==> src/rtl/evt_xbar_pkg.sv <==
package evt_xbar_pkg;

    localparam int SEL_W  = 6;
    localparam int EN_POS = 16;
    localparam int BUS_W  = 32;
    localparam logic [BUS_W-1:0] LIVE_MASK = 32'h0001_003F;

    typedef struct packed {
        logic             en;
        logic [SEL_W-1:0] sel;
    } route_cfg_t;

    function automatic route_cfg_t cfg_from_word(input logic [BUS_W-1:0] w);
        route_cfg_t c;
        c.en  = w[EN_POS];
        c.sel = w[SEL_W-1:0];
        return c;
    endfunction

    function automatic logic [BUS_W-1:0] cfg_to_word(input route_cfg_t c);
        logic [BUS_W-1:0] w;
        w             = '0;
        w[SEL_W-1:0]  = c.sel;
        w[EN_POS]     = c.en;
        return w;
    endfunction

endpackage

==> src/rtl/evt_xbar_regs.sv <==
module evt_xbar_regs
    import evt_xbar_pkg::*;
#(
    parameter int NUM_OUT = 6,
    parameter int ADDR_W  = 8
) (
    input  logic                     clk,
    input  logic                     rst,
    input  logic                     bus_wr_en,
    input  logic                     bus_rd_en,
    input  logic [ADDR_W-1:0]        bus_addr,
    input  logic [BUS_W-1:0]         bus_wdata,
    output logic [BUS_W-1:0]         bus_rdata,
    output route_cfg_t [NUM_OUT-1:0] cfg_o
);
    localparam int WORD_W = ADDR_W - 2;

    logic [WORD_W-1:0] word_idx;
    logic [BUS_W-1:0]  rd_word;

    // Word index n+1 belongs to output n; index 0 and those past the end decode to nothing.
    assign word_idx = bus_addr[ADDR_W-1:2];

    always_ff @(posedge clk) begin
        if (rst) begin
            cfg_o <= '0;
        end else if (bus_wr_en) begin
            for (int i = 0; i < NUM_OUT; i++) begin
                if (word_idx == WORD_W'(i + 1)) begin
                    cfg_o[i] <= cfg_from_word(bus_wdata);
                end
            end
        end
    end

    always_comb begin
        rd_word = '0;
        for (int i = 0; i < NUM_OUT; i++) begin
            if (word_idx == WORD_W'(i + 1)) begin
                rd_word = cfg_to_word(cfg_o[i]);
            end
        end
    end

    always_ff @(posedge clk) begin
        if (rst) begin
            bus_rdata <= '0;
        end else if (bus_rd_en) begin
            bus_rdata <= rd_word;
        end
    end

endmodule

==> src/rtl/evt_xbar_lane.sv <==
module evt_xbar_lane
    import evt_xbar_pkg::*;
#(
    parameter int NUM_IN = 8
) (
    input  logic              clk,
    input  logic              rst,
    input  logic [NUM_IN-1:0] evt_in,
    input  route_cfg_t        cfg,
    output logic              evt_q
);
    logic pick;

    // Index values past the last input match no branch and leave pick at 0.
    always_comb begin
        pick = 1'b0;
        if (cfg.en) begin
            for (int i = 0; i < NUM_IN; i++) begin
                if (cfg.sel == SEL_W'(i)) begin
                    pick = evt_in[i];
                end
            end
        end
    end

    always_ff @(posedge clk) begin
        if (rst) begin
            evt_q <= 1'b0;
        end else begin
            evt_q <= pick;
        end
    end

endmodule

==> src/rtl/evt_xbar.sv <==
module evt_xbar
    import evt_xbar_pkg::*;
#(
    parameter int NUM_IN  = 8,
    parameter int NUM_OUT = 6,
    parameter int ADDR_W  = 8
) (
    input  logic               clk,
    input  logic               rst,
    input  logic               bus_wr_en,
    input  logic               bus_rd_en,
    input  logic [ADDR_W-1:0]  bus_addr,
    input  logic [31:0]        bus_wdata,
    output logic [31:0]        bus_rdata,
    input  logic [NUM_IN-1:0]  evt_in,
    output logic [NUM_OUT-1:0] evt_out
);
    route_cfg_t [NUM_OUT-1:0] ctrl_cfg;

    evt_xbar_regs #(
        .NUM_OUT (NUM_OUT),
        .ADDR_W  (ADDR_W)
    ) u_regs (
        .clk       (clk),
        .rst       (rst),
        .bus_wr_en (bus_wr_en),
        .bus_rd_en (bus_rd_en),
        .bus_addr  (bus_addr),
        .bus_wdata (bus_wdata),
        .bus_rdata (bus_rdata),
        .cfg_o     (ctrl_cfg)
    );

    for (genvar g = 0; g < NUM_OUT; g++) begin : g_lane
        evt_xbar_lane #(
            .NUM_IN (NUM_IN)
        ) u_lane (
            .clk    (clk),
            .rst    (rst),
            .evt_in (evt_in),
            .cfg    (ctrl_cfg[g]),
            .evt_q  (evt_out[g])
        );
    end

endmodule

==> config.mk <==
export PLATFORM = sky130hd
export DESIGN_NAME = evt_xbar
export DESIGN_NICKNAME = d
export VERILOG_FILES = /design/src/rtl/evt_xbar_pkg.sv /design/src/rtl/evt_xbar_regs.sv /design/src/rtl/evt_xbar_lane.sv /design/src/rtl/evt_xbar.sv
export SDC_FILE = /design/constraint.sdc
export NUM_CORES = 1
export LEC_CHECK = 0
export BUFFER_PORTS_ARGS = -buffer_cell sky130_fd_sc_hd__clkbuf_2
export CAP_MARGIN = 20
export CORE_MARGIN = 4
export CORE_UTILIZATION = 35
export CTS_CLUSTER_SIZE = 16
export DETAILED_ROUTE_END_ITERATION = 16
export GPL_ROUTABILITY_DRIVEN = 1
export PLACE_DENSITY_LB_ADDON = 0.08
export SLEW_MARGIN = 20
export SYNTH_ARGS = -nofsm -noshare
export SYNTH_HDL_FRONTEND = slang
export SYNTH_SLANG_ARGS = --single-unit
==> constraint.sdc <==
create_clock -name clk -period 3.1 [get_ports clk]
set_clock_uncertainty 0.05 [all_clocks]
set_input_delay 0.465 -clock clk [delete_from_list [all_inputs] [get_ports clk]]
set_output_delay 0.465 -clock clk [all_outputs]
set_load 0.02 [all_outputs]
After elaboration in Yosys (flattened, before gate mapping)
Cells that the tools add are included.
{"block": "totals", "out_inout_bits": 38, "wordCells": 145, "register_bits": 80}
{"block": "classes", "mux": 54, "n_eq_ne": 48, "n_reduce_logical": 18, "bitwise_logic": 6}
{"op": "6-bit by 3-bit equality test with 1-bit output (second input constant)", "count": 27}
{"op": "17-bit 2-to-1 mux", "count": 6}
{"op": "6-bit by 2-bit equality test with 1-bit output (second input constant)", "count": 14}
{"op": "1-bit 2-to-1 mux", "count": 48}
{"op": "6-bit by 1-bit equality test with 1-bit output (second input constant)", "count": 7}
{"op": "6-bit zero test", "count": 6}
{"op": "2-bit AND reduction", "count": 6}
{"op": "2-bit OR reduction", "count": 6}
{"op": "1-bit inverter", "count": 6}

Depth between registers and ports, before layout
{"block": "depth", "ltp_word": 9, "depth_mapped": 6, "ltp_nobuf": 4}

By module
From an unflattened synthesis, not the netlist that was laid out.
{"block": "hier_totals", "hier_cells": 332, "area_unflattened_um2": 3136.8}
{"module": "evt_xbar_regs", "seq_area_each_um2": 980.9, "cells_each": 266, "n_inst": 1, "area_per_inst_um2": 2476.1}
{"module": "evt_xbar_lane", "seq_area_each_um2": 20.0, "cells_each": 11, "n_inst": 6, "area_per_inst_um2": 110.1}

Worst setup path before layout
OpenSTA, ideal clock, no wires.
{"block": "synth_timing", "path_type": "input port to flip-flop", "startpoint": "input port bus_addr[5]", "endpoint": "register u_regs.cfg_o[21] (netlist bit)", "arrival_time_ns": 1.664, "t_required_ns": 2.922, "path_stages": 5, "setup_slack_ns": 1.258, "cell_sequence": "or3_1 -> or4_1 -> buf_4 -> mux2i_1 -> nor2_1"}
{"block": "synth_via", "elab_chain_cells": 2}
{"element": "from (decl)", "line_no": "evt_xbar.sv:12", "source": "input logic [ADDR_W-1:0] bus_addr,"}
{"element": "6-bit by 3-bit equality test with 1-bit output", "line_no": "evt_xbar_regs.sv:29", "source": "if (word_idx == WORD_W'(i + 1)) begin"}
{"element": "2-bit AND reduction (no source line)"}
{"element": "to (signal, indexed assignment)", "line_no": "evt_xbar_regs.sv:30", "source": "cfg_o[i] <= cfg_from_word(bus_wdata);"}
{"element": "to (decl)", "line_no": "evt_xbar_regs.sv:14", "source": "output route_cfg_t [NUM_OUT-1:0] cfg_o"}
Every way passes these cells.
A chain may end at the register's enable or synchronous reset.

Final worst setup path
{"block": "layout_timing", "startpoint": "input port bus_addr[2]", "endpoint": "register u_regs.cfg_o[34] (netlist bit)"}
The elaborated chain is that of the path after synthesis.

==> results.tsv <==
stage	metric	value	unit
logic_synthesis	synthFlopType	dfxtp_1	
worst_hold_path	min_path_type	flip-flop to flip-flop	
clocking	clock-root-buffer	clkbuf_8	
floorplanning	fp.dieH	99.6	um
power_and_ir_drop	pwr-share-clk	33.9	%
timing	tightest_slew	675	ps
global_routing	grt_pass1_vias	2171	
logic_synthesis	synth_cells	299	
floorplanning	core-area	8180	um2
global_routing	antenna_found_initial	0	
final_layout	drive_gt1_share	23.9	%
power_and_ir_drop	power.leakage	0.00143	uW
timing	max-slew-margin-rel	54.6	%
drt	wl_per_cell	17.2	um
setup_path	r2r-start	u_regs.cfg_o[28]$_SDFFE_PP0P_	
timing	fin_crit_sh	64.7	%
clocking	clkSinkCount	55	
floorplanning	die_area	9920	um2
final_layout	syn2layout_area_growth	8.10	%
drt	dr.first_iter.drc_count	133	
final_layout	final_common_cell	dfxtp_1	
clocking	clk_pin_slew	100	ps
logic_synthesis	ys_seq_area_share	37.5	%
floorplanning	start_util	35.9	%
setup_path	setup.worst_path.end	u_regs.cfg_o[34]$_SDFFE_PP0P_	
final_layout	fin_nets	378	
drt	vias	2206	
power_and_ir_drop	power.switching	328	uW
timing	slew_violations	0	
final_layout	diodes	0	
logic_synthesis	synth-seq-cells	55	
setup_path	cp_cell_sequence	clkbuf_2, nor2b_1, nand3_1, mux2i_1, nor2_1	
logic_synthesis	synth.cell_area	2940	um2
place	routabilityCongestion	0.774	
setup_path	critical_path_class	input pin to flip-flop	
global_routing	gr-total-overflow	0	
timing	final.setup.tns	0	ps
power_and_ir_drop	vdd_ir_drop_max	0.000160	V
clocking	cts_max_level	2	
logic_synthesis	synth_cell_type_count	39	
setup_path	worstPathMaxFanout	11	
clocking	ctsResizeCount	0	
floorplanning	chipWidth	99.6	um
logic_synthesis	yosysTopAreaCellShare	37.5	%
setup_path	crit_required	3240	ps
logic_synthesis	synth_edf_count	0	
setup_path	r2r-end	g_lane[4].u_lane.evt_q$_SDFF_PP0_	
final_layout	n_fill_cell	863	
power_and_ir_drop	switching_share	25.6	%
clocking	cts_made_buffers	5	
final_layout	utilization	38.8	%
power_and_ir_drop	p_total	1280	uW
run_status	outcome	complete, no violations	
timing	fin_ws	1100	ps
setup_path	reg2reg_depth	3	
power_and_ir_drop	pwr-share-seq	55.5	%
drt	viasPerCell	5.11	
floorplanning	rows	33	
drt	wirelength	7.44	mm
timing	max_clock_freq	499	MHz
logic_synthesis	ys_async_sr_fraction	0	%
setup_path	r2r_slack	1620	ps
clocking	cts_setup_buffers	0	
power_and_ir_drop	internal-power	954	uW
setup_path	arrival	2150	ps
global_routing	grt_pass1_wl	11.9	mm
logic_synthesis	yosysWarnings	0	
timing	finalHoldViolCount	0	
setup_path	slowest_delay	540	ps
setup_path	worst_setup_path_end_kind	flip-flop	
clocking	cts_buffer_depth	2	
global_routing	grt_use_total	15.5	%
logic_synthesis	synth_area_per_cell	9.82	um2
place	detailedPlace.worstSlack	767	ps
floorplanning	ios	90	
place	dp.final_hpwl	5.67	mm
power_and_ir_drop	power_frac_comb	10.6	%
setup_path	worst_path_max_delay_cell	nand3_1	
timing	grt_setup_unrepaired	false	
timing	period_minus_slack	2000	ps
setup_path	crit_start	bus_addr[2]	
power_and_ir_drop	p_per_area	404	nW/um2
timing	setup_viol	0	
run	cap_violations	0	
global_routing	grt_max_degree	33	
clocking	cts_tree	done	
drt	drt-pass1-iter-count	4	
final_layout	layout_common_cells	dfxtp_1 (55), mux2i_1 (43), nor2_1 (40), clkbuf_2 (37), conb_1 (25)	
setup_path	cp-start-kind	input pin	
drt	ant_nets	0	
clocking	clk_latency	310	ps
drt	route.detailed.drc	0	
logic_synthesis	synthTopCellsByArea	dfxtp_1 (37%), mux2i_1 (15%), mux4_2 (9.2%), buf_4 (8.2%), nor2_1 (5.1%)	
clocking	hold_buffers	0	
place	io_buffers	37	
logic_synthesis	synth_largest_area_cell	dfxtp_1	
[cells in the mapped netlist, types with 2 or more instances]
library cell,instances
buf_4,32
nor2_1,40
a32o_1,2
o22ai_1,2
a222oi_1,4
nand3_2,2
and4_1,4
and2_1,2
dfxtp_1,55
or2_2,5
inv_1,3
or4b_2,3
buf_2,2
clkbuf_1,8
nand3_1,4
nand2_1,20
mux2i_1,43
nor3_1,5
o2bb2ai_1,2
a22oi_1,4
mux4_2,12
mux2_2,7
nor2b_1,3
and3_1,2
a21oi_1,11
o21ai_0,9
[stage by stage]
step	instance area [um2]	hold WS (ps)	instances
final	3170	409	432
after floorplan	3030	364	323
after CTS	3170	416	432
after detailed placement	3070	402	424
after global placement	3070	388	424
after global routing	3170	436	432
[cells by family (layout without fill, tap and decap cells)]
| logic type | Yosys count | after routing | share of synthesized area, % |
|---|---|---|---|
| and+or+nand+nor | 98 | 98 | 17.4 |
| muxes | 62 | 62 | 26.5 |
| DFF | 55 | 55 | 37.5 |
| buffers and inverters | 46 | 50 | 10.1 |
| AOI/OAI and AO/OA | 37 | 37 | 8.35 |
| other | 1 | 25 | 0.128 |
[how the worst min path moves through the flow]
stage	startpoint	endpoint	slack [ps]	cells after the start
after floorplan	u_regs.cfg_o[18]$_SDFFE_PP0P_	g_lane[2].u_lane.evt_q$_SDFF_PP0_	360	1
after global placement	u_regs.cfg_o[18]$_SDFFE_PP0P_	g_lane[2].u_lane.evt_q$_SDFF_PP0_	390	1
after detailed placement	u_regs.cfg_o[18]$_SDFFE_PP0P_	g_lane[2].u_lane.evt_q$_SDFF_PP0_	400	1
after CTS	u_regs.cfg_o[18]$_SDFFE_PP0P_	g_lane[2].u_lane.evt_q$_SDFF_PP0_	420	1
after global routing	bus_wdata[1]	u_regs.cfg_o[36]$_SDFFE_PP0P_	440	3
final	u_regs.cfg_o[18]$_SDFFE_PP0P_	g_lane[2].u_lane.evt_q$_SDFF_PP0_	410	1
[critical path, delay by kind of cell]
family                 cells  cell delay [ps]
and+or+nand+nor            3             1110
muxes                      1              310
buffers and inverters      1              250
[flip-flops by register name, summed over array words and instances (netlist names)]
| signal | count |
|---|---|
| g_lane.u_lane.evt_q | 6 |
| u_regs.bus_rdata | 7 |
| u_regs.cfg_o | 42 |
[layout make-up]
class                   count  area, um2  area share (%)
well taps                 105        131            4.14
flip-flops and latches     55       1100            34.7
inverters                   3       11.3           0.355
multi-input cells         222       1630            51.4
clock buffers               8        100            3.15
repair buffers             39        200            6.31
[layer usage]
layer  routed length [um]  global-route usage, %  vias up
met1                 3510                   22.0     1059
li1                     -                      -     1078
met4                   57                   3.15        0
met3                  395                   2.59        5
met2                 3480                   24.8       64
met5                    0                      0        -
[power groups by stage]
stage	Combinational [uW]	Sequential, uW	Clock, uW
3_3_place_gp	136	728	0
2_1_floorplan	107	727	0
5_1_grt	148	712	478
6_report	136	711	435
3_5_place_dp	136	728	0
4_1_cts	136	711	454
Note: power is estimated with default switching activity, not from simulation.
